===== src/rtl/jitter_pwm.sv =====
module jitter_pwm #(
  parameter int NOM_PERIOD = 1000,
  parameter int JIT_SPAN   = 40,
  parameter int JIT_DIV    = 2
) (
  input  logic clk_i,
  input  logic rst_i,
  input  logic jit_en_i,
  input  logic pwm_cmp_i,
  input  logic ss_cmp_i,
  input  logic ilim_i,
  output logic gate_o,
  output logic cyc_start_o
);
  localparam int CW = $clog2(NOM_PERIOD + JIT_SPAN + 1);
  localparam int OW = $clog2(JIT_SPAN + 1) + 1;
  localparam int DW = (JIT_DIV > 1) ? $clog2(JIT_DIV) : 1;
  localparam logic signed [OW-1:0] SPAN_S = OW'(JIT_SPAN);

  logic [CW-1:0] cnt, per, max_on;
  logic signed [OW-1:0] off, off_n;
  logic dn, dn_n, lat, wrap, step, stop;
  logic [DW-1:0] div;
  logic signed [31:0] per_calc;

  assign wrap   = (cnt == per - CW'(1));
  assign step   = jit_en_i && (div == DW'(JIT_DIV - 1));
  assign max_on = {1'b0, per[CW-1:1]} + {2'b00, per[CW-1:2]};
  assign stop   = pwm_cmp_i | ss_cmp_i | ilim_i | (cnt >= max_on);

  assign cyc_start_o = (cnt == '0) & ~rst_i;
  assign gate_o      = (cyc_start_o | lat) & ~stop & ~rst_i;

  always_comb begin
    off_n = off;
    dn_n  = dn;
    if (!jit_en_i) begin
      off_n = '0;
      dn_n  = 1'b0;
    end else if (step) begin
      if (!dn) begin
        off_n = off + OW'(1);
        if (off_n == SPAN_S) dn_n = 1'b1;
      end else begin
        off_n = off - OW'(1);
        if (off_n == -SPAN_S) dn_n = 1'b0;
      end
    end
  end

  assign per_calc = 32'(NOM_PERIOD) + 32'(off_n);

  always_ff @(posedge clk_i) begin
    if (rst_i) begin
      cnt <= '0;
      per <= CW'(NOM_PERIOD);
      off <= '0;
      dn  <= 1'b0;
      div <= '0;
      lat <= 1'b0;
    end else begin
      lat <= gate_o;
      cnt <= wrap ? '0 : cnt + CW'(1);
      if (wrap) begin
        off <= off_n;
        dn  <= dn_n;
        div <= (!jit_en_i || step) ? '0 : div + DW'(1);
        per <= per_calc[CW-1:0];
      end
    end
  end
endmodule


===== config.mk =====
export PLATFORM = sky130hd
export DESIGN_NAME = jitter_pwm
export DESIGN_NICKNAME = d
export VERILOG_FILES = /design/src/rtl/jitter_pwm.sv
export SDC_FILE = /design/constraint.sdc
export NUM_CORES = 1
export LEC_CHECK = 0
export ABC_AREA = 1
export ABC_CLOCK_PERIOD_IN_PS = 5400
export BUFFER_PORTS_ARGS = -buffer_cell sky130_fd_sc_hd__buf_2
export CAP_MARGIN = 20
export CORE_MARGIN = 2
export CORE_UTILIZATION = 60
export CTS_CLUSTER_SIZE = 24
export DETAILED_ROUTE_END_ITERATION = 10
export PLACE_DENSITY_LB_ADDON = 0.15
export SLEW_MARGIN = 25
export SYNTH_ARGS = -nofsm -noshare
export SYNTH_HDL_FRONTEND = slang
export SYNTH_SLANG_ARGS = --single-unit

===== constraint.sdc =====
create_clock -name clk_i -period 5.4 [get_ports clk_i]
set_input_delay 0.54 -clock clk_i [delete_from_list [all_inputs] [get_ports clk_i]]
set_output_delay 0.54 -clock clk_i [all_outputs]
set_load 0.05 [all_outputs]

## After elaboration in Yosys (flattened, before gate mapping)

Index checks and enable logic that the tools add are counted.

- Output and inout bits: 2
- Input port bits: 6
- Bits in registers: 32
- Word-level logic and storage cells: 42

- Add/sub/neg operators: 7
- Muxes and demuxes: 9
- $lt $le $gt $ge: 1
- Reduce and logical (&&, ||, !) cells: 6
- Eq/ne operators: 4
- Bitwise gates (word level): 9

Operators with widths:

| operator | count |
|---|---|
| $mux 7 | 3 |
| $eq 7x7->1 const B | 2 |
| $add 10x9->11 | 1 |
| $add 11x1->11 const B | 1 |
| $add 11x7->11 const A | 1 |
| $eq 11x11->1 | 1 |
| $ge 11x11->1 | 1 |
| $logic_not 11->1 | 1 |
| $sub 11x1->11 const B | 1 |
| $add 7x2->7 const B | 1 |
| $sub 7x2->7 const B | 1 |
| $mux 1 | 6 |
| $or 1x1->1 | 4 |
| $and 1x1->1 | 3 |
| $ne 2x1->1 const B | 1 |
| $not 1->1 | 2 |
| $reduce_and 2->1 | 1 |
| $reduce_or 2->1 | 1 |
| $add 1x1->1 const B | 1 |
| $logic_and 1x1->1 | 1 |
| $logic_not 1->1 | 1 |
| $logic_or 1x1->1 | 1 |

## Logic depth before layout (Yosys ltp)

- Depth after elaboration: 6
- Mapped depth: 17
- Depth with buffers taken out: 17

## Worst setup path after synthesis

No wires, ideal clock.

- Path kind: register -> output
- Start: register per[2]
- End: output port gate_o
- Cell stages (with the launch flop): 18
- Arrival: 3,401 ps
- Required time: 4,860 ps
- Buffers on the path: 0
- Slack: 1,459 ps
- Path through: dfxtp_1 -> ha_1 -> inv_1 -> fa_1 -> o21ai_0 -> nand2_1 -> a21oi_1 -> o21ai_0 -> nand2_1 -> xor2_1 -> ha_1 -> nand4_1 -> inv_1 -> nand2_1 -> o211ai_1 -> a21oi_1 -> nand4_1 -> nor2_1

- Cells in the longest elaborated chain, start to end: 6

Ends and longest elaborated chain:

| what | line | RTL |
|---|---|---|
| start: declaration | 20 | `logic [CW-1:0] cnt, per, max_on;` |
| start signal: assignment | 56 | `per <= CW'(NOM_PERIOD);` |
| start signal: assignment | 68 | `per <= per_calc[CW-1:0];` |
| $add 10x9->11 | 28 | `assign max_on = {1'b0, per[CW-1:1]} + {2'b00, per[CW-1:2]};` |
| $ge 11x11->1 | 29 | `assign stop = pwm_cmp_i \| ss_cmp_i \| ilim_i \| (cnt >= max_on);` |
| $or 1x1->1 | 29 |  |
| $not 1->1 | 32 | `assign gate_o = (cyc_start_o \| lat) & ~stop & ~rst_i;` |
| $and 1x1->1 (2 in a row) | 32 |  |
| end: declaration | 12 | `output logic gate_o,` |

No other way between the ends.

## Worst setup path after layout

Same ends and word-level chain as after synthesis.

==> results.md <==
* Top cells by area, synth: dfxtp_1, nand2_1, ha_1
* Pwr/cell area at 129 mW/mm^2
* Worst-margin pin slew at 0.611 ns
* Post-Syn Area at 0.00298 sq mm
* Post-synth top area cell: dfxtp_1
* Setup total negative slack at 0 ns
* Die height at 74.5 um
* Leak at 1.59 nW
* F_max at 0.228 GHz
* Die area at 0.00554 sq mm
* Starting DRT DRC Count at 218
* Detailed route wirelength on metal3 at 253 um
* CTS Hold Bufs at 0
* Post-cts repair resize count at 0
* 1st-pass router iterations at 5
* Layout area overhead at 4.87%
* Clock Path Buffers at 2
* Total Wirelength at 7280 um
* Max Slew Vio Count at 0
* Outcome: finished clean
* Sink Count at 28
* IO Port Bufs at 7
* Mean Syn Cell Area at 6.26 sq um
* CP endpoint kind: output pin
* Fin area at 0.00312 sq mm
* Arr. time, crit path at 3.84 ns
* Nets at 528
* Post-synthesis sequential area ratio at 0.188
* Core ar. at 0.00475 sq mm
* Max VDD drop at 193 uV
* Final Core Density at 0.657
* Final Skew at 0.00723 ns
* DP Area at 0.00305 sq mm
* Number of global-route vias before repair at 2595
* Post-CTS Setup Bufs at 0
* Vias/cell at 5.41
* Met1 WL at 3660 um
* Top cell type's share of synthesized area at 0.188
* Main synth FF type: dfxtp_1
* Top Ports at 8
* Post-layout minimum cycle time at 4.38 ns
* Most common library cells after synthesis: nand2_1, inv_1, nand3_1
* FILL cells at 459
* Routed Antenna Nets at 0
* Final-report hold violation count at 0
* R2r setup slk at 2.04 ns
* DRC at 0
* ANT cells at 0
* Worst Reg-to-Reg Cells at 17
* FP Rows at 25
* Worst-skew pair later-pin latency at 0.28 ns
* Final HPWL DP at 5960 um
* Unique masters post-synth at 34
* Worst EP required at 4.86 ns
* Layout cell share with drive strength beyond 1 at 0.0954
* Hold Path Class: reg2reg
* Initial antenna violation count at 0
* Num CTS Buffers at 3
* Flops & latches, synth at 28
* Placer Congestion at 0.876
* Wire length per cell at 13.3 um
* Synth async-reset ratio at 0
* H-tree levels at 1
* Synth Instances at 476
* Overflow after GRT at 0
* Largest net degree at the start of global routing at 20
* Initial Util at 0.626
* GR Util All Layers at 0.275
* CTS root buf: clkbuf_8
* RSZ-0062 raised after global routing: false
* Uppermost layer routed: met4
* Max-capacitance violation count at 0
* Terminus of the critical flop-to-flop path: lat$_SDFF_PP0_
* Net Count, Synth at 521
* WL met2 at 3260 um
* Worst Path Max Fanout at 8
* CTS tree: done
* Ys Warns at 0
* EDFF count, synth at 0
* Chip width at 74.5 um
* First-pass GRT wire length at 11700 um
* Rel. slew slack at 0.592
* Cell with the most instances after synthesis: nand2_1
* Final period util at 0.811
* Register clock-pin slew on the reported worst setup and hold paths at 0.10 ns
* CP Class: reg2out
* Hold path depth at 1
* Via count at 2968
* Min-Delay Endpoint: cnt[0]$_SDFF_PP0_
* Crit path launch type: flop
* Final setup vio count at 0
* Hold_sp: cnt[0]$_SDFF_PP0_
* R2R Path Start: per[2]$_SDFFE_PP0P_
critical path, cell delays in order (launching register included):
cell and delay, ns:
dfxtp_1 0.50, ha_1 0.33, inv_1 0.10, fa_1 0.40, o21ai_0 0.29, nand2_1 0.09
a21oi_1 0.16, o21ai_0 0.13, nand2_1 0.12, xor2_1 0.17, ha_1 0.28, nand4_1 0.13
inv_1 0.05, nand2_1 0.07, o211ai_1 0.10, a21oi_1 0.13, nand4_1 0.12, nor2_1 0.11
buf_2 0.26
power breakdown:
group	switching (W)	internal [W]	total, W
clock network	0.0000644	0.0000993	0.000164
logic	0.0000192	0.00000863	0.0000278
registers	0.00000350	0.000208	0.000212
total	0.0000871	0.000316	0.000403
cell usage in the layout (no fill, tap or decap), types with 2 or more instances in the layout:
cell type | synthesis | layout
nor2_4 | 2 | 2
inv_1 | 52 | 52
nand2_1 | 144 | 144
nand4_1 | 16 | 16
clkinv_1 | 3 | 3
dfxtp_1 | 28 | 28
xnor2_1 | 8 | 8
xor2_1 | 10 | 10
nor3_1 | 7 | 7
nor2_1 | 41 | 41
nand3_1 | 50 | 50
inv_2 | 9 | 9
a21oi_1 | 15 | 15
nand2_2 | 5 | 5
ha_1 | 38 | 38
clkbuf_8 | 0 | 3
buf_2 | 0 | 7
nor2_2 | 14 | 14
o21ai_0 | 12 | 12
nand3_2 | 3 | 3
and2_1 | 2 | 2
state kept, by name (all words and copies together) (netlist names):
register  count
per          10
off           4
div           1
dn            1
lat           1
cnt          11
routing by layer:
metal | vias to the layer above | global-route usage
li1 | 1545 | -
met1 | 1349 | 0.395
met2 | 66 | 0.452
met3 | 8 | 0.0190
met4 | 0 | 0.0635
met5 | - | 0
area by class of cell:
| class | count | area, sq um | share of cell area |
|---|---|---|---|
| clock buffer | 3 | 41.3 | 0.0132 |
| clock inverter | 1 | 30.0 | 0.00962 |
| inverter | 65 | 246 | 0.0789 |
| multi-input combinational | 378 | 2130 | 0.681 |
| sequential | 28 | 561 | 0.179 |
| tap | 67 | 83.8 | 0.0268 |
| timing repair buffer | 7 | 35.0 | 0.0112 |
worst max path at each step:
stage / from / to / slack, ns
6_report: per[2]$_SDFFE_PP0P_ / gate_o / 1.02
5_1_grt: per[2]$_SDFFE_PP0P_ / gate_o / 0.64
4_1_cts: per[2]$_SDFFE_PP0P_ / gate_o / 1.05
3_5_place_dp: per[2]$_SDFFE_PP0P_ / gate_o / 1.42
3_3_place_gp: per[2]$_SDFFE_PP0P_ / gate_o / 1.53
2_1_floorplan: per[2]$_SDFFE_PP0P_ / gate_o / 1.46
through the flow:
stage	setup WS, ns	cells	total power (W)	hold WS, ns
finish	1.02	549	0.000403	0.509
global route	0.645	549	0.000415	0.541
CTS	1.05	549	0.000408	0.507
detailed placement	1.42	545	0.000244	0.488
global placement	1.53	545	0.000243	0.488
floorplan	1.46	476	0.000236	0.450
logic make-up (layout without fill, tap and decap cells):
kind of cell               Yosys count  after routing  synth area share
AOI/OAI and AO/OA                   34             34            0.0618
xor gates and xnor gates            18             18            0.0529
adders and majority gates           39             39             0.166
buffers and inverters               70             76            0.0979
DFF                                 28             28             0.188
and+or+nand+nor                    287            287             0.433
(Power assumes the default switching activity.)
